<file path="src/rtl/adc_scan_pkg.sv">
package adc_scan_pkg;

  // Width of every trigger-source code field.
  localparam int SEL_W = 5;

  // Trigger-source code values.
  localparam int SRC_SW       = 1;  // software strobe
  localparam int SRC_SCAN     = 2;  // "follow the scan" (per-channel field only)
  localparam int SRC_EXT_BASE = 4;  // external line k is code SRC_EXT_BASE + k

  typedef enum logic {
    ST_IDLE,
    ST_RUN
  } seqState_t;

  // Strobes from the control module to the datapath.
  typedef struct packed {
    logic shIssue;  // a common-converter start goes out this cycle
    logic shStore;  // the common-converter result is captured this cycle
  } seqStrobe_t;

endpackage

</file>
<file path="src/rtl/adc_scan_trig.sv">
module adc_scan_trig
  import adc_scan_pkg::*;
#(
  parameter int NUM_EXT = 4
) (
  input  logic               clk,
  input  logic               rst_n,
  input  logic [SEL_W-1:0]   scanSel,
  input  logic               swTrig,
  input  logic [NUM_EXT-1:0] extTrig,
  input  logic [NUM_EXT-1:0] extLevel,
  output logic               trigEvt
);

  logic [NUM_EXT-1:0] prevQ;
  logic [NUM_EXT-1:0] lineEvt;

  // Previous line values, kept for edge detection.
  always_ff @(posedge clk or negedge rst_n) begin
    if (!rst_n) prevQ <= '0;
    else        prevQ <= extTrig;
  end

  // Each line is either edge- or level-sensitive.
  for (genvar k = 0; k < NUM_EXT; k++) begin : g_line
    assign lineEvt[k] = extLevel[k] ? extTrig[k] : (extTrig[k] & ~prevQ[k]);
  end

  // Source selection. Unused codes yield no event.
  always_comb begin
    trigEvt = 1'b0;
    if (scanSel == SEL_W'(SRC_SW)) trigEvt = swTrig;
    for (int k = 0; k < NUM_EXT; k++) begin
      if (scanSel == SEL_W'(SRC_EXT_BASE + k)) trigEvt = lineEvt[k];
    end
  end

endmodule

</file>
<file path="src/rtl/adc_scan_ctrl.sv">
module adc_scan_ctrl
  import adc_scan_pkg::*;
#(
  parameter int NUM_CH  = 8,
  parameter int NUM_DED = 2,
  parameter int NUM_C2  = 2,
  parameter int IDX_W   = $clog2(NUM_CH)
) (
  input  logic                            clk,
  input  logic                            rst_n,
  input  logic                            trigEvt,
  input  logic [NUM_CH-1:0]               scanMask,
  input  logic [(NUM_DED+NUM_C2)*SEL_W-1:0] chanTrig,
  input  logic [NUM_DED-1:0]              dedDone,
  input  logic                            shDone,
  output logic [NUM_DED-1:0]              dedStart,
  output logic [NUM_DED-1:0]              dedAccept,
  output logic                            shStart,
  output logic [IDX_W-1:0]                shChan,
  output seqStrobe_t                      strb,
  output logic                            scanBusy,
  output logic                            overrun
);

  localparam int NUM_TRIGGED = NUM_DED + NUM_C2;
  localparam logic [NUM_CH-1:0] DED_MASK = NUM_CH'((1 << NUM_DED) - 1);

  seqState_t           state;
  logic [NUM_CH-1:0]   elig;
  logic [NUM_CH-1:0]   eligSh;
  logic [NUM_DED-1:0]  eligDed;
  logic [NUM_DED-1:0]  dedPend, dedPendN;
  logic [NUM_CH-1:0]   shPend, shPendN;
  logic                waitSh, waitShN;
  logic [NUM_DED-1:0]  dedStartQ;
  logic                ovrQ;
  logic [IDX_W-1:0]    pickIdx;
  logic [NUM_CH-1:0]   pickMask;
  logic                issue, store, running;

  // Scan membership, one entry per channel class.
  for (genvar ch = 0; ch < NUM_CH; ch++) begin : g_elig
    if (ch < NUM_TRIGGED) begin : g_trigged
      assign elig[ch] = scanMask[ch] &&
                        (chanTrig[ch*SEL_W +: SEL_W] == SEL_W'(SRC_SCAN));
    end else begin : g_scanonly
      assign elig[ch] = scanMask[ch];
    end
  end

  assign eligDed = elig[NUM_DED-1:0];
  assign eligSh  = elig & ~DED_MASK;

  // Lowest pending common-converter channel wins.
  always_comb begin
    pickIdx = '0;
    for (int i = NUM_CH - 1; i >= 0; i--) begin
      if (shPend[i]) pickIdx = IDX_W'(i);
    end
  end
  assign pickMask = NUM_CH'(1) << pickIdx;

  assign running   = (state == ST_RUN);
  assign issue     = running && !waitSh && (|shPend);
  assign store     = running && waitSh && shDone;
  assign dedAccept = running ? (dedDone & dedPend) : '0;

  assign dedPendN = dedPend & ~dedAccept;
  assign shPendN  = issue ? (shPend & ~pickMask) : shPend;
  assign waitShN  = issue ? 1'b1 : (store ? 1'b0 : waitSh);

  always_ff @(posedge clk or negedge rst_n) begin
    if (!rst_n) begin
      state     <= ST_IDLE;
      dedPend   <= '0;
      shPend    <= '0;
      waitSh    <= 1'b0;
      dedStartQ <= '0;
      ovrQ      <= 1'b0;
    end else begin
      dedStartQ <= '0;
      if (!running) begin
        if (trigEvt && (|elig)) begin
          state     <= ST_RUN;
          dedPend   <= eligDed;
          shPend    <= eligSh;
          dedStartQ <= eligDed;
          waitSh    <= 1'b0;
        end
      end else begin
        if (trigEvt) ovrQ <= 1'b1;
        dedPend <= dedPendN;
        shPend  <= shPendN;
        waitSh  <= waitShN;
        if ((dedPendN == '0) && (shPendN == '0) && !waitShN) state <= ST_IDLE;
      end
    end
  end

  assign dedStart     = dedStartQ;
  assign shStart      = issue;
  assign shChan       = pickIdx;
  assign strb.shIssue = issue;
  assign strb.shStore = store;
  assign scanBusy     = running;
  assign overrun      = ovrQ;

endmodule

</file>
<file path="src/rtl/adc_scan_dpath.sv">
module adc_scan_dpath
  import adc_scan_pkg::*;
#(
  parameter int NUM_CH  = 8,
  parameter int NUM_DED = 2,
  parameter int RES_W   = 12,
  parameter int IDX_W   = $clog2(NUM_CH)
) (
  input  logic                     clk,
  input  logic                     rst_n,
  input  seqStrobe_t               strb,
  input  logic [IDX_W-1:0]         issueChan,
  input  logic [RES_W-1:0]         shResult,
  input  logic [NUM_DED-1:0]       dedAccept,
  input  logic [NUM_DED*RES_W-1:0] dedResult,
  input  logic                     rdEn,
  input  logic [IDX_W-1:0]         rdChan,
  output logic [RES_W-1:0]         rdData,
  output logic [NUM_CH-1:0]        dataReady
);

  logic [IDX_W-1:0] curChan;
  logic [RES_W-1:0] resArr [NUM_CH];

  // Channel now converting on the common core.
  always_ff @(posedge clk or negedge rst_n) begin
    if (!rst_n)            curChan <= '0;
    else if (strb.shIssue) curChan <= issueChan;
  end

  for (genvar ch = 0; ch < NUM_CH; ch++) begin : g_chan
    logic             setSh;
    logic             setDed;
    logic [RES_W-1:0] dedVal;
    logic [RES_W-1:0] resQ;
    logic             rdyQ;

    assign setSh = strb.shStore && (curChan == IDX_W'(ch));

    if (ch < NUM_DED) begin : g_ded
      assign setDed = dedAccept[ch];
      assign dedVal = dedResult[ch*RES_W +: RES_W];
    end else begin : g_shr
      assign setDed = 1'b0;
      assign dedVal = '0;
    end

    // A store on the same edge as a read leaves the flag set.
    always_ff @(posedge clk or negedge rst_n) begin
      if (!rst_n) begin
        resQ <= '0;
        rdyQ <= 1'b0;
      end else begin
        if (setDed)     resQ <= dedVal;
        else if (setSh) resQ <= shResult;
        if (setDed || setSh)                       rdyQ <= 1'b1;
        else if (rdEn && (rdChan == IDX_W'(ch)))   rdyQ <= 1'b0;
      end
    end

    assign resArr[ch]    = resQ;
    assign dataReady[ch] = rdyQ;
  end

  assign rdData = resArr[rdChan];

endmodule

</file>
<file path="src/rtl/adc_scan_seq.sv">
module adc_scan_seq
  import adc_scan_pkg::*;
#(
  parameter int NUM_CH  = 8,
  parameter int NUM_DED = 2,
  parameter int NUM_C2  = 2,
  parameter int NUM_EXT = 4,
  parameter int RES_W   = 12,
  localparam int IDX_W  = $clog2(NUM_CH)
) (
  input  logic                              clk,
  input  logic                              rst_n,
  input  logic [SEL_W-1:0]                  scanSel,
  input  logic                              swTrig,
  input  logic [NUM_EXT-1:0]                extTrig,
  input  logic [NUM_EXT-1:0]                extLevel,
  input  logic [NUM_CH-1:0]                 scanMask,
  input  logic [(NUM_DED+NUM_C2)*SEL_W-1:0] chanTrig,
  output logic [NUM_DED-1:0]                dedStart,
  input  logic [NUM_DED-1:0]                dedDone,
  input  logic [NUM_DED*RES_W-1:0]          dedResult,
  output logic                              shStart,
  output logic [IDX_W-1:0]                  shChan,
  input  logic                              shDone,
  input  logic [RES_W-1:0]                  shResult,
  input  logic                              rdEn,
  input  logic [IDX_W-1:0]                  rdChan,
  output logic [RES_W-1:0]                  rdData,
  output logic [NUM_CH-1:0]                 dataReady,
  output logic                              scanBusy,
  output logic                              overrun
);

  logic               trigEvt;
  seqStrobe_t         strb;
  logic [NUM_DED-1:0] dedAccept;

  adc_scan_trig #(.NUM_EXT(NUM_EXT)) u_trig (
    .clk      (clk),
    .rst_n    (rst_n),
    .scanSel  (scanSel),
    .swTrig   (swTrig),
    .extTrig  (extTrig),
    .extLevel (extLevel),
    .trigEvt  (trigEvt)
  );

  adc_scan_ctrl #(
    .NUM_CH  (NUM_CH),
    .NUM_DED (NUM_DED),
    .NUM_C2  (NUM_C2),
    .IDX_W   (IDX_W)
  ) u_ctrl (
    .clk       (clk),
    .rst_n     (rst_n),
    .trigEvt   (trigEvt),
    .scanMask  (scanMask),
    .chanTrig  (chanTrig),
    .dedDone   (dedDone),
    .shDone    (shDone),
    .dedStart  (dedStart),
    .dedAccept (dedAccept),
    .shStart   (shStart),
    .shChan    (shChan),
    .strb      (strb),
    .scanBusy  (scanBusy),
    .overrun   (overrun)
  );

  adc_scan_dpath #(
    .NUM_CH  (NUM_CH),
    .NUM_DED (NUM_DED),
    .RES_W   (RES_W),
    .IDX_W   (IDX_W)
  ) u_dpath (
    .clk       (clk),
    .rst_n     (rst_n),
    .strb      (strb),
    .issueChan (shChan),
    .shResult  (shResult),
    .dedAccept (dedAccept),
    .dedResult (dedResult),
    .rdEn      (rdEn),
    .rdChan    (rdChan),
    .rdData    (rdData),
    .dataReady (dataReady)
  );

endmodule

</file>
<file path="config.mk">
export PLATFORM = sky130hd
export DESIGN_NAME = adc_scan_seq
export DESIGN_NICKNAME = d
export VERILOG_FILES = /design/src/rtl/adc_scan_pkg.sv /design/src/rtl/adc_scan_trig.sv /design/src/rtl/adc_scan_ctrl.sv /design/src/rtl/adc_scan_dpath.sv /design/src/rtl/adc_scan_seq.sv
export SDC_FILE = /design/constraint.sdc
export NUM_CORES = 1
export LEC_CHECK = 0
export CAP_MARGIN = 20
export CORE_MARGIN = 3
export CORE_UTILIZATION = 49
export DETAILED_ROUTE_END_ITERATION = 6
export GPL_TIMING_DRIVEN = 0
export PLACE_DENSITY = 0.76
export SLEW_MARGIN = 15
export SYNTH_ARGS = -nofsm -noshare
export SYNTH_HDL_FRONTEND = slang
export SYNTH_SLANG_ARGS = --single-unit
</file>
<file path="constraint.sdc">
create_clock -name clk -period 2.2 [get_ports clk]
set_clock_uncertainty 0.1 [all_clocks]
set_input_delay 0.33 -clock clk [delete_from_list [all_inputs] [get_ports clk]]
set_output_delay 0.33 -clock clk [all_outputs]
set_load 0.01 [all_outputs]
</file>
==> summary.txt <==
leakage power = 3.83 nW
number of H-tree branching levels = 4
vias in the first global route = 4778
minimum setup slack in the final design = 40.4 ps
arithmetic-cell share of the synthesized area counting full adders, half adders and majority gates = 0%
endpoint arrival time on the critical path = 2380 ps
fraction of the cycle the final worst path needs = 98.2%
proportion of total power due to net switching = 29.3%
leading cell type in the layout, fill and taps excluded = dfrtp_1
final hold violations = 0
effective utilization at floorplan = 50.9%
critical path peak fanout = 3
maximum capacitance violations = 0
signed area change from the synthesized netlist to the final layout = 35.1%
async set-reset flop share out of synthesis = 100%
combinational family with the most area after synthesis = multiplexers
multi-input logic area = 2880 sq um
routed len/inst = 19.6 microns
transition time of the tightest slew-check pin = 604 ps
Critical Path Sink Type = register
Antenna diodes = 0
cells along the critical path = clkdlybuf4s50_1 -> or4_1 -> a41oi_2 -> and4_4 -> a211o_4 -> mux2_4 -> a221oi_2
source-to-sink clock delay at the later pin of the worst-skew pair = 410 ps
Largest stage delay, worst path = 570 ps
Tightest Hold Check Type = input pin to register
minimum clock period = 2160 ps
portion of total power attributed to combinational logic = 31.1%
number of placed instances with taps included = 773
share of synthesized cell area in and, or, nand and nor gates = 8.73%
storage element area = 3160 sq um
register area share after synthesis = 51.0%
antenna viol nets, final = 0
clock network fraction of design power = 30.4%
nets@finish = 729
Post-Synthesis Cells = 491
count of final setup violators = 0
share of cell area taken by muxes after synthesis = 28.5%
Design Power = 9.23 mW
ratio of cells with drive above 1 in the final layout = 35.0%
post-CTS clock slew at the launch and capture registers of the worst setup and hold paths = 50 ps
antenna violations before repair = 0
number of clock sinks = 126
Residual DRC = 0
XOR/XNOR share of the synthesized area = 0%
proportion of power drawn by flip-flops and latches = 38.5%
Total Neg Setup Slack = 0 ps
synthesized net count = 578
Mean Syn Cell Area = 12.6 sq um
family with the most delay on the worst path = simple AND/OR/NAND/NOR gates
Clock Root Buffer = clkbuf_16
Ys Warns = 0
HPWL after detailed placement = 11.0 mm
Non-Filler Instances = 822
status = finished, final reports clean
post-route worst hold slack = 239 ps
peak supply drop = 519 uV
crit path buf inv count = 1
boundary pin count = 115
total gr overflow = 0
dominant register cell in the synthesized netlist = dfrtp_1
Die Footprint = 14000 sq um
CTS Buf Count = 17
pre-CTS worst setup slack = -1400 ps
total length of routed wires = 16.1 mm
core area = 12200 sq um
compound-cell area share of the yosys netlist = 8.09%
fin area = 8360 sq um
internal power = 6.52 mW
number of pins exceeding their max-slew limit in the final report = 0
Cell Pwr Density = 1100 nW/um^2
first-iteration detailed-routing DRC count = 276
floorplan row count = 40
data required time of the worst path = 2420 ps
count of cell types in the netlist = 47
width of the chip = 118 microns
Critical Path Source Type = input pin
placer's final routability congestion estimate = 0.861
first-pass GRT wire length = 25.8 mm
synthesized cell area = 6190 sq um
via density per instance = 5.64
Max Fclk = 0.463 GHz
overall track demand over capacity in global routing = 23.9%
CP Class = input pin to register
highest-count cells in the layout ignoring fill and taps = dfrtp_1, clkdlybuf4s50_1, mux2_2, nand2_1, o21ai_0
total number of vias = 4633
Max clock buf depth = 2
maximum number of pins on one net before global-route repair = 69
clock tree from TritonCTS = yes
Psw = 2.71 mW
Die Ht = 118 microns
number of detailed-route iterations in the first pass = 5
Worst slew margin = 59.7%
count of fill cells added during filler insertion = 892
setup repair after global routing missed its margin = true
number of enable flip-flop cells after synthesis = 0
number of port buffers = 113
number of flip-flops and latches in the synthesized netlist = 126
post-place instance area = 7560 sq um
Util after Layout = 68.7%
slowest cell on the critical path = or4_1
-- cells by family (layout without fill, tap and decap cells) --
logic type,count (synthesis),count (layout)
AND/OR/NAND/NOR,106,106
buffers and inverters,46,209
multiplexers,135,135
flip-flops,126,126
AO/OA/AOI/OAI,78,78
-- worst reg2reg max path, cell delays in order, from the launching register on --
cell and delay, ps:
dfrtp_1 340, buf_4 170, nand3_1 190, nor3_2 440, buf_2 400, mux2_2 400
-- state kept, by name, summed over array words and instances (netlist names) --
signal,cells
u_dpath.g_chan.resQ,96
u_ctrl.shPend,8
u_dpath.g_chan.rdyQ,8
u_trig.prevQ,4
u_dpath.curChan,3
u_ctrl.dedPend,2
u_ctrl.dedStart,2
u_ctrl.overrun,1
u_ctrl.scanBusy,1
u_ctrl.waitSh,1
-- synth_stat cells (all sizes together), types with 8 or more instances --
cell | instances | area [sq um]
o21ai | 40 | 200
nand2b | 12 | 75.1
nor2 | 20 | 77.6
inv | 14 | 52.6
dfrtp | 126 | 3150
clkbuf | 8 | 30.0
mux2 | 85 | 961
mux4 | 24 | 541
nand2 | 42 | 158
nor3 | 9 | 50.1
buf | 24 | 150
a21oi | 12 | 60.1
mux2i | 26 | 260
-- power by group through the flow --
stage | registers [mW] | clock network [mW] | logic, mW
2_1_floorplan | 3.40 | 0 | 1.71
3_3_place_gp | 3.48 | 0 | 2.58
3_5_place_dp | 3.54 | 0 | 2.66
4_1_cts | 3.52 | 2.83 | 2.78
5_1_grt | 3.64 | 2.95 | 3.11
6_report | 3.55 | 2.80 | 2.87
-- metal layers --
layer,GRT usage (%),wire [microns],up-vias
met5,0,0,-
met4,8.91,345,0
met3,4.69,913,28
met2,37.5,7930,163
met1,33.2,6920,2351
li1,-,-,2091
-- layout make-up --
type | count | area share (%)
Buffer | 31 | 2.84
Clock buffer | 20 | 5.34
Inverter | 14 | 0.629
Clock inverter | 11 | 1.71
Timing Repair Buffer | 133 | 14.7
Multi-Input combinational cell | 319 | 34.5
Tap cell | 168 | 2.51
Sequential cell | 126 | 37.8
-- what timing repair did --
action | CTS | global route
hold buffers | 1 | 0
pin swaps | 3 | 7
buffers inserted | 13 | 5
gates resized for setup | 95 | 14
hold endpoints to repair | 58 | 0
gates cloned | 0 | 0
setup endpoints to repair | 57 | 36
-- worst paths after layout --
| check | start | end | slack [ps] | depth (start not counted) |
|---|---|---|---|---|
| hold reg to reg | u_ctrl.overrun$_DFFE_PN0P_ | u_ctrl.overrun$_DFFE_PN0P_ | 400 | 1 |
| min in group asynchronous | rst_n | u_dpath.g_chan[0].resQ[10]$_DFFE_PN0P_ | 350 | 2 |
| setup / recovery | scanMask[6] | u_ctrl.shPend[7]$_DFFE_PN0P_ | 40 | 7 |
| max in group asynchronous | rst_n | u_ctrl.shPend[1]$_DFFE_PN0P_ | 920 | 3 |
| hold / removal | rdChan[0] | u_dpath.g_chan[5].rdyQ$_DFFE_PN0P_ | 240 | 4 |
| setup reg to reg | u_ctrl.scanBusy$_DFF_PN0_ | u_dpath.g_chan[2].resQ[11]$_DFFE_PN0P_ | 60 | 5 |
(Power assumes the default switching activity.)
